$ cat config.mk
export PLATFORM = sky130hd
export DESIGN_NAME = sampled_pid_clamp
export DESIGN_NICKNAME = d
export VERILOG_FILES = /design/src/rtl/spc_pkg.sv /design/src/rtl/spc_tick_gen.sv /design/src/rtl/spc_err_sat.sv /design/src/rtl/spc_clamp.sv /design/src/rtl/spc_mac.sv /design/src/rtl/sampled_pid_clamp.sv
export SDC_FILE = /design/constraint.sdc
export NUM_CORES = 1
export LEC_CHECK = 0
export ABC_AREA = 1
export BUFFER_PORTS_ARGS = -buffer_cell sky130_fd_sc_hd__buf_2
export CORE_MARGIN = 1.5
export CORE_UTILIZATION = 55
export CTS_CLUSTER_DIAMETER = 120
export DETAILED_ROUTE_END_ITERATION = 10
export PLACE_DENSITY = 0.74
export RECOVER_POWER = 25
export SLEW_MARGIN = 30
export SYNTH_ARGS = -nofsm -noshare
export SYNTH_HDL_FRONTEND = slang
export SYNTH_SLANG_ARGS = --single-unit
$ cat constraint.sdc
create_clock -name clk -period 12.59 [get_ports clk]
set_clock_uncertainty 0.15 [all_clocks]
set_input_delay 1.8885 -clock clk [delete_from_list [all_inputs] [get_ports clk]]
set_output_delay 1.8885 -clock clk [all_outputs]
set_load 0.1 [all_outputs]
$ cat src/rtl/spc_pkg.sv
// Package: shared widths and the update sequencer state type for the
// sampled PID controller. Assumes Q2.14 coefficients and a 16-bit code.
package spc_pkg;
    localparam int CODE_W  = 16;   // output code and error width
    localparam int COEF_W  = 16;   // coefficient width
    localparam int FRAC_W  = 14;   // fractional bits of coefficients
    localparam int ACC_W   = 40;   // accumulator width
    localparam int MIN_PER = 8;    // smallest legal sample period

    typedef enum logic [2:0] {
        ST_IDLE = 3'd0,
        ST_MAC0 = 3'd1,
        ST_MAC1 = 3'd2,
        ST_MAC2 = 3'd3,
        ST_WR   = 3'd4
    } upd_state_t;
endpackage

$ cat src/rtl/spc_tick_gen.sv
// Sample timer: emits a one-cycle tick every max(period_cyc, MIN_PER)
// cycles. Assumes the period input may change at any time; a period
// shorter than the current count restarts the count at zero.
module spc_tick_gen #(
    parameter int PER_W   = 24,
    parameter int MIN_PER = spc_pkg::MIN_PER
) (
    input  logic             clk,
    input  logic             rst_n,
    input  logic [PER_W-1:0] period_cyc,
    output logic             tick
);
    localparam logic [PER_W-1:0] MIN_P = PER_W'(MIN_PER);

    logic [PER_W-1:0] cnt_q;
    logic [PER_W-1:0] per_eff;
    logic [PER_W-1:0] last_cnt;

    // Purpose: enforce the minimum period and find the terminal count.
    always_comb begin
        per_eff  = (period_cyc < MIN_P) ? MIN_P : period_cyc;
        last_cnt = per_eff - PER_W'(1);
        tick     = (cnt_q == last_cnt);
    end

    // Purpose: free-running period counter with wrap at the terminal count.
    always_ff @(posedge clk) begin
        if (!rst_n) begin
            cnt_q <= '0;
        end else if (cnt_q >= last_cnt) begin
            cnt_q <= '0;
        end else begin
            cnt_q <= cnt_q + PER_W'(1);
        end
    end

    // ticks are isolated pulses (period is at least MIN_PER)
    p_tick_isolated_r1: assert property (@(posedge clk) disable iff (!rst_n)
        tick |=> !tick);
endmodule

$ cat src/rtl/spc_err_sat.sv
// Error stage: forms setpoint minus position at full width and
// saturates it to the signed code width. Purely combinational.
module spc_err_sat #(
    parameter int POS_W  = 32,
    parameter int CODE_W = spc_pkg::CODE_W
) (
    input  logic signed [POS_W-1:0]  setpoint,
    input  logic signed [POS_W-1:0]  position,
    output logic signed [CODE_W-1:0] err
);
    localparam int DIFF_W = POS_W + 1;
    localparam logic signed [DIFF_W-1:0] E_MAX = DIFF_W'((1 <<< (CODE_W-1)) - 1);
    localparam logic signed [DIFF_W-1:0] E_MIN = -DIFF_W'(1 <<< (CODE_W-1));

    logic signed [DIFF_W-1:0] diff;

    // Purpose: exact difference followed by symmetric saturation.
    always_comb begin
        diff = DIFF_W'(setpoint) - DIFF_W'(position);
        if (diff > E_MAX) begin
            err = E_MAX[CODE_W-1:0];
        end else if (diff < E_MIN) begin
            err = E_MIN[CODE_W-1:0];
        end else begin
            err = diff[CODE_W-1:0];
        end
    end
endmodule

$ cat src/rtl/spc_clamp.sv
// Saturation stage: limits the shifted accumulator to [lo, hi]. The
// upper bound is tested first, so hi wins if the bounds are crossed.
module spc_clamp #(
    parameter int ACC_W  = spc_pkg::ACC_W,
    parameter int CODE_W = spc_pkg::CODE_W
) (
    input  logic signed [ACC_W-1:0]  val,
    input  logic signed [CODE_W-1:0] lo,
    input  logic signed [CODE_W-1:0] hi,
    output logic signed [CODE_W-1:0] out
);
    logic signed [ACC_W-1:0] lo_x;
    logic signed [ACC_W-1:0] hi_x;

    // Purpose: sign-extend bounds and select the limited value.
    always_comb begin
        lo_x = ACC_W'(lo);
        hi_x = ACC_W'(hi);
        if (val > hi_x) begin
            out = hi;
        end else if (val < lo_x) begin
            out = lo;
        end else begin
            out = val[CODE_W-1:0];
        end
    end
endmodule

$ cat src/rtl/spc_mac.sv
// Update sequencer and datapath: on a tick it captures the error, seeds
// the accumulator with u_prev, adds three products through one shared
// multiplier, then writes the clamped result and shifts the history.
// Assumes coefficients are stable from the tick until the write.
module spc_mac #(
    parameter int CODE_W = spc_pkg::CODE_W,
    parameter int COEF_W = spc_pkg::COEF_W,
    parameter int FRAC_W = spc_pkg::FRAC_W,
    parameter int ACC_W  = spc_pkg::ACC_W
) (
    input  logic                     clk,
    input  logic                     rst_n,
    input  logic                     tick,
    input  logic signed [CODE_W-1:0] err_in,
    input  logic signed [COEF_W-1:0] b0,
    input  logic signed [COEF_W-1:0] b1,
    input  logic signed [COEF_W-1:0] b2,
    input  logic signed [CODE_W-1:0] clamped,
    output logic signed [ACC_W-1:0]  acc_shift,
    output logic signed [CODE_W-1:0] code,
    output logic                     valid
);
    import spc_pkg::*;

    localparam int PROD_W = CODE_W + COEF_W;

    upd_state_t st_q;
    logic signed [CODE_W-1:0] e_cur_q;
    logic signed [CODE_W-1:0] e1_q;
    logic signed [CODE_W-1:0] e2_q;
    logic signed [CODE_W-1:0] u_prev_q;
    logic signed [ACC_W-1:0]  acc_q;
    logic signed [COEF_W-1:0] m_coef;
    logic signed [CODE_W-1:0] m_err;
    logic signed [PROD_W-1:0] prod;

    // Purpose: route the coefficient/error pair of the current step to the multiplier.
    always_comb begin
        case (st_q)
            ST_MAC0: begin m_coef = b0; m_err = e_cur_q; end
            ST_MAC1: begin m_coef = b1; m_err = e1_q;    end
            default: begin m_coef = b2; m_err = e2_q;    end
        endcase
        prod      = m_coef * m_err;
        acc_shift = acc_q >>> FRAC_W;
    end

    // Purpose: sequence one update per tick and keep the history registers.
    always_ff @(posedge clk) begin
        if (!rst_n) begin
            st_q     <= ST_IDLE;
            e_cur_q  <= '0;
            e1_q     <= '0;
            e2_q     <= '0;
            u_prev_q <= '0;
            acc_q    <= '0;
            code     <= '0;
            valid    <= 1'b0;
        end else begin
            valid <= 1'b0;
            case (st_q)
                ST_IDLE: begin
                    if (tick) begin
                        e_cur_q <= err_in;
                        acc_q   <= ACC_W'(u_prev_q) <<< FRAC_W;
                        st_q    <= ST_MAC0;
                    end
                end
                ST_MAC0: begin
                    acc_q <= acc_q + ACC_W'(prod);
                    st_q  <= ST_MAC1;
                end
                ST_MAC1: begin
                    acc_q <= acc_q + ACC_W'(prod);
                    st_q  <= ST_MAC2;
                end
                ST_MAC2: begin
                    acc_q <= acc_q + ACC_W'(prod);
                    st_q  <= ST_WR;
                end
                ST_WR: begin
                    code     <= clamped;
                    u_prev_q <= clamped;
                    e2_q     <= e1_q;
                    e1_q     <= e_cur_q;
                    valid    <= 1'b1;
                    st_q     <= ST_IDLE;
                end
                default: st_q <= ST_IDLE;
            endcase
        end
    end

    // the strobe lasts one cycle
    p_valid_single_r6: assert property (@(posedge clk) disable iff (!rst_n)
        valid |=> !valid);
    // the code register holds between strobes
    p_code_hold_r6: assert property (@(posedge clk) disable iff (!rst_n)
        !valid |-> $stable(code));
    // a tick from the timer never lands mid-update
    p_tick_idle_r1: assert property (@(posedge clk) disable iff (!rst_n)
        tick |-> (st_q == ST_IDLE));
endmodule

$ cat src/rtl/sampled_pid_clamp.sv
// Top: sampled fixed-point PID with output clamp. Wires the sample
// timer, error stage, update datapath and saturation stage. Assumes
// setpoint, position, coefficients and limits are stable around ticks.
module sampled_pid_clamp #(
    parameter int PER_W = 24,
    parameter int POS_W = 32
) (
    input  logic                              clk,
    input  logic                              rst_n,
    input  logic [PER_W-1:0]                  period_cyc,
    input  logic signed [POS_W-1:0]           setpoint,
    input  logic signed [POS_W-1:0]           position,
    input  logic signed [spc_pkg::COEF_W-1:0] coef_b0,
    input  logic signed [spc_pkg::COEF_W-1:0] coef_b1,
    input  logic signed [spc_pkg::COEF_W-1:0] coef_b2,
    input  logic signed [spc_pkg::CODE_W-1:0] lim_lo,
    input  logic signed [spc_pkg::CODE_W-1:0] lim_hi,
    output logic signed [spc_pkg::CODE_W-1:0] dac_code,
    output logic                              code_valid
);
    import spc_pkg::*;

    logic                     tick;
    logic signed [CODE_W-1:0] err;
    logic signed [ACC_W-1:0]  acc_shift;
    logic signed [CODE_W-1:0] clamped;

    spc_tick_gen #(.PER_W(PER_W), .MIN_PER(MIN_PER)) u_tick (
        .clk(clk), .rst_n(rst_n), .period_cyc(period_cyc), .tick(tick)
    );

    spc_err_sat #(.POS_W(POS_W), .CODE_W(CODE_W)) u_err (
        .setpoint(setpoint), .position(position), .err(err)
    );

    spc_mac #(.CODE_W(CODE_W), .COEF_W(COEF_W), .FRAC_W(FRAC_W), .ACC_W(ACC_W)) u_mac (
        .clk(clk), .rst_n(rst_n), .tick(tick), .err_in(err),
        .b0(coef_b0), .b1(coef_b1), .b2(coef_b2),
        .clamped(clamped), .acc_shift(acc_shift),
        .code(dac_code), .valid(code_valid)
    );

    spc_clamp #(.ACC_W(ACC_W), .CODE_W(CODE_W)) u_clamp (
        .val(acc_shift), .lo(lim_lo), .hi(lim_hi), .out(clamped)
    );

    // a freshly written code lies inside the window when the window is ordered
    p_code_window_r4: assert property (@(posedge clk) disable iff (!rst_n)
        (code_valid && (lim_lo <= lim_hi)) |-> ((dac_code <= lim_hi) && (dac_code >= lim_lo)));
endmodule

-- Word-level counts from Yosys, hierarchy flattened
Index checks and enable logic that the tools add are counted.
- output and inout bits: 17
- bits in registers: 132
- input port bits: 170
- word-level logic and storage cells: 44
- multiplexer cells: 12
- bitwise gates (word level): 1
- multipliers: 1
- magnitude comparators: 6
- $add $sub $neg: 4
- reductions and logical operators: 6
- eq/ne operators: 6
- operator list (kind ; count):
    one-hot mux 40 bit (2 select lines) ; 1
    two-way mux 16 bit ; 4
    one-hot mux 16 bit (2 select lines) ; 2
    adder 40 x 32 -> 40 bit ; 1
    two-way mux 40 bit ; 1
    greater-than comparator 33 x 16 -> 1 bit (second input constant) ; 1
    less-than comparator 33 x 16 -> 1 bit (second input constant) ; 1
    subtractor 32 x 32 -> 33 bit ; 1
    multiplier 16 x 16 -> 32 bit ; 1
    greater-than comparator 26 x 16 -> 1 bit ; 1
    less-than comparator 26 x 16 -> 1 bit ; 1
    adder 24 x 1 -> 24 bit (second input constant) ; 1
    == test 24 bit ; 1
    >= comparator 24 bit ; 1
    less-than comparator 24 x 4 -> 1 bit (second input constant) ; 1
    two-way mux 24 bit ; 1
    subtractor 24 x 1 -> 24 bit (second input constant) ; 1
    one-hot mux 3 bit (4 select lines) ; 1
    == test 3 x 2 -> 1 bit (second input constant) ; 2
    AND reduction 2 bit ; 2
    == test 3 x 1 -> 1 bit (second input constant) ; 1
    == test 3 bit (second input constant) ; 1
    logical NOT 3 bit ; 1
    two-way mux 3 bit ; 1
    6 further kinds ; 6

-- Logic depth before layout (Yosys ltp)
- word-level depth: 6
- gate-level depth with buffers: 36
- mapped depth without buffers: 33

-- By module
From an unflattened synthesis, not the netlist that was laid out.
- cell total of the unflattened synthesis: 3735
- area total of the unflattened synthesis: 26122.6 µm²
- modules (own cells, without submodules) (module ; times used ; sequential area each (µm²) ; cells each ; area each (µm²)):
    spc_mac ; 1 ; 2162.1 ; 2306 ; 18093.6
    spc_err_sat ; 1 ; 0.0 ; 623 ; 3046.7
    spc_clamp ; 1 ; 0.0 ; 435 ; 2548.7
    spc_tick_gen ; 1 ; 480.5 ; 371 ; 2433.6

-- Least setup slack after synthesis
OpenSTA, ideal clock, no wires.
- path type: input to register
- start point: input port coef_b1[15] in the netlist's numbering
- end point: register u_mac.acc_q[38]
- buffers on the path: 1
- arrival: 8.106 ns
- library setup time: 0.134 ns
- setup slack: 4.200 ns
- stages: 27
- required time: 12.306 ns
- cells stage by stage: a22o_1 a21oi_1 clkbuf_1 nor2_1 fa_1 inv_1 fa_1 fa_1 fa_1 inv_1 fa_1 inv_1 fa_1 inv_1 ha_1 nand2_1 nor2_1 inv_1 nor2_1 and3_1 nand3_1 nand3_1 nand2_1 nand2_1 a21oi_1 o21ai_0 a31oi_1
- cells in the longest elaborated chain, start to end: 4
- ends and longest elaborated chain (what ; RTL line ; text):
    start: declaration ; sampled_pid_clamp.sv:14 ; input logic signed [spc_pkg::COEF_W-1:0] coef_b1,
    one-hot mux 16 bit (2 select lines) ; spc_mac.sv:39 ; case (st_q)
    multiplier 16 x 16 -> 32 bit ; spc_mac.sv:44 ; prod = m_coef * m_err;
    adder 40 x 32 -> 40 bit ; spc_mac.sv:70, spc_mac.sv:74, spc_mac.sv:78 ;
    one-hot mux 40 bit (2 select lines) ; spc_mac.sv:61 ; case (st_q)
    end signal: assignment ; spc_mac.sv:70 ; acc_q <= acc_q + ACC_W'(prod);
    end signal: assignment ; spc_mac.sv:74 ; acc_q <= acc_q + ACC_W'(prod);
    end signal: assignment ; spc_mac.sv:78 ; acc_q <= acc_q + ACC_W'(prod);
    end: declaration ; spc_mac.sv:32 ; logic signed [ACC_W-1:0] acc_q;
Every way passes these cells.
A chain may end at the register's enable or synchronous reset.

-- Final worst setup path
- start point: register u_mac.st_q[1]
- end point: register u_mac.acc_q[38]
- cells in the longest elaborated chain, start to end: 5
- elaborated cells between the ends (all ways): 13
- those cells by class: add/sub (1); mul (1); eq/ne (4); mux (3); reduce/logical (4)
- ends and longest elaborated chain (what ; RTL line ; text):
    start: declaration ; spc_mac.sv:27 ; upd_state_t st_q;
    start signal: assignment ; spc_mac.sv:51 ; st_q <= ST_IDLE;
    start signal: assignment ; spc_mac.sv:66 ; st_q <= ST_MAC0;
    start signal: assignment ; spc_mac.sv:71 ; st_q <= ST_MAC1;
    == test 3 x 2 -> 1 bit / == test 3 x 1 -> 1 bit (equally long branches) ; spc_mac.sv:39, spc_mac.sv:61 ;
    one-hot mux 16 bit (2 select lines) ; spc_mac.sv:39 ;
    multiplier 16 x 16 -> 32 bit ; spc_mac.sv:44 ;
    adder 40 x 32 -> 40 bit ; spc_mac.sv:70, spc_mac.sv:74, spc_mac.sv:78 ;
    one-hot mux 40 bit (2 select lines) ; spc_mac.sv:61 ;
Several ways; a longest one is shown, not always the timed one.

==> impl_metrics.toml <==
[status]
status = "finished, violations left"
violations = "capacitance limit, slew limit"

[routing]
vias_per_cell = 5.47
ant_nets = 0
route.vias.total = 21800
routed_wirelength_um = 71600
first_iter_violations = 1453
drc = 0
firstDrtPassIters = 5
routedWlPerCell_um = 17.9

[timing]
tns_ns = 0
slew_violations = 59
final.period_utilization_pct = 71.3
max_freq_mhz = 111
min_period_ns = 8.97
relSlewSlack_pct = -38.0
rsz0062_at_grt = "no"
worst_pin_slew_ns = 2.07
setup_violations = 0
hold_viol = 0

[layout]
nets = 4162
final_util_pct = 60.9
drive_gt1_share_pct = 9.30
fillers = 3909
area_growth_pct = 8.89

[die]
fp-row-count = 75
io-pin-count = 187
coreArea_um2 = 42100
die_x_um = 210
start_util_pct = 56.0
die_y_um = 210
die-area_um2 = 44100

[clock_tree]
postCtsHoldBufs = 0
clock_sinks = 132
cts-resized-gates = 0
htree_levels = 4
cts_setup_buffers = 0
cts.reportedPaths.clkPinSlew_ns = 0.07
cts_tree = "done"
numCtsBuffers = 17
cts-root-buf = "clkbuf_16"
clkLatencyLatePin_ns = 0.43
clockBufferDepth = 2

[global_route]
grt_pass1_wl_um = 116000
gr-total-overflow = 0
grt_antenna_before_repair = 4
grt_pass1_vias = 22400
grt_max_degree = 59
grt_usage_pct = 33.7

[worst_setup_path]
crit_required_ns = 12.72
crit_type = "flop to flop"
start_kind = "flop"
cp_common_cell = "inv_1"
crit_fanout = 33
crit_arrival_ns = 9.11
reg2reg_depth = 32
ff2ff_setup_slack_ns = 3.62
critPathSlowestCell = "fa_1"
crit_family = "adder cells"
end_kind = "flop"
crit_path_max_incr_delay_ns = 0.78
r2r-start = "u_mac.st_q[1]$_SDFFE_PN0P_"
crit_buf_inv = 10
rr_endpoint = "u_mac.acc_q[38]$_SDFFE_PN0P_"

[placed_design]
place.gp.congestion = 0.997
dp_hpwl_um = 60500
port_buffers = 186

[hold_path]
hold_end = "u_mac.e2_q[9]$_SDFFE_PN0P_"
min-delay-path-class = "flop to flop"
min_from = "u_mac.e1_q[9]$_SDFFE_PN0P_"
hold_path_depth = 2

[synth]
ys_ff_latch = 132
synth-edff-count = 0
synth_area_leaders = "fa_1 (28%), ha_1 (12%), inv_1 (12%)"
yosysTopAreaCellShare_pct = 28.1
synth-simple-area-share_pct = 22.0
synth_top_family_by_area = "adder cells"
yosysTopAreaCell = "fa_1"
synthAdderAreaFrac_pct = 40.0
ys.flop_type = "dfxtp_1"
synth.mux.area_fraction_pct = 0
seq_area_frac_synth_pct = 11.2
synth-compound-area-share_pct = 11.3
yosysWarningCount = 0
async_flop_share_pct = 0
synth_area_um2 = 23600
synth_nets = 4001
synth_common_cells = "inv_1 (746), nand2_1 (653), fa_1 (331)"
avgSynthCellArea_um2 = 7.20
synth_xor_area_share_pct = 2.19
synthCells = 3276
ys_types = 55
yosys.cell_count.top_type = "inv_1"

[power]
irDropWorstVdd_mv = 0.0969
p_leak_uw = 0.0139
power_density_nw_per_um2 = 55.9

[run]
cap_viol_max_count = 1
-- worst register-to-register path, delay by kind of cell, from the launching register on --
kind | cells | cell delay (ns)
adder cells (fa/ha/maj) | 7 | 3.79
buffers and inverters | 10 | 2.02
AND/OR/NAND/NOR | 11 | 1.51
AO/OA/AOI/OAI | 4 | 1.00
flip-flops | 1 | 0.37
-- cells in the final DEF, fill, tap and decap left out, types with 41 or more instances in the layout --
cell type | Yosys | final
buf_2 | 7 | 181
a21oi_1 | 216 | 214
ha_1 | 224 | 224
fa_1 | 331 | 330
nand4_1 | 41 | 41
inv_1 | 746 | 745
nand2_1 | 653 | 652
o21ai_0 | 143 | 143
nand3_1 | 124 | 124
dfxtp_1 | 132 | 132
nor2_1 | 311 | 310
nor3_1 | 41 | 41
-- state kept, by name, indices dropped and copies added, names as in the netlist --
register and cells:
u_mac.valid 1, u_tick.cnt_q 24, u_mac.e_cur_q 16, u_mac.code 16
u_mac.e2_q 16, u_mac.e1_q 16, u_mac.acc_q 40, u_mac.st_q 3
-- cell type report --
cell class / instances / area, um^2 / share of cell area, %
Sequential cell: 132 / 2640 / 10.3
Antenna cell: 2 / 5.00 / 0.0195
Timing Repair Buffer: 214 / 1130 / 4.42
Inverter: 756 / 2840 / 11.1
Clock inverter: 13 / 114 / 0.444
Tap cell: 539 / 674 / 2.63
Multi-Input combinational cell: 2316 / 17800 / 69.4
Clock buffer: 19 / 443 / 1.73
-- per-layer routing --
layer / GRT usage, % / share of wire [%]
met2: 57.7 / 48
met3: 5.27 / 7.0
met5: 0 / 0.032
met4: 13.5 / 4.2
met1: 42.6 / 41
-- stage by stage --
stage | area, um^2 | std cells | hold WS, ns | setup slack [ns] | power (uW)
floorplan | 23600 | 3276 | 0.275 | 4.20 | 792
finish | 25700 | 3991 | 0.313 | 3.62 | 1440
detailed placement | 25100 | 3957 | 0.301 | 3.41 | 960
global route | 25700 | 3989 | 0.330 | 2.90 | 1520
CTS | 25700 | 3989 | 0.310 | 3.60 | 1430
global placement | 25100 | 3957 | 0.287 | 3.40 | 951
-- kinds of logic (layout without fill, tap and decap cells) --
group / Yosys count / count (layout)
simple gates: 1237 / 1237
fa+ha+maj: 555 / 555
xor+xnor: 58 / 58
buf+inv: 828 / 1002
compound gates: 466 / 466
other cells: 0 / 2
flops: 132 / 132
-- report_power, final --
part / switching [uW] / internal, uW
sequential: 19.5 / 427
combinational: 349 / 166
clock: 211 / 263
total: 580 / 856
-- how the worst max path moves through the flow --
stage | from | cells past startpoint | slack (ns) | end
global route | u_mac.st_q[2]$_SDFFE_PN0P_ | 33 | 2.90 | u_mac.acc_q[38]$_SDFFE_PN0P_
global placement | coef_b1[12] | 26 | 3.40 | u_mac.acc_q[22]$_SDFFE_PN0P_
CTS | u_mac.st_q[2]$_SDFFE_PN0P_ | 33 | 3.60 | u_mac.acc_q[38]$_SDFFE_PN0P_
floorplan | coef_b1[15] | 27 | 4.20 | u_mac.acc_q[38]$_SDFFE_PN0P_
detailed placement | coef_b1[12] | 26 | 3.41 | u_mac.acc_q[22]$_SDFFE_PN0P_
finish | u_mac.st_q[1]$_SDFFE_PN0P_ | 32 | 3.62 | u_mac.acc_q[38]$_SDFFE_PN0P_
Power figures use the tool's default switching activity.
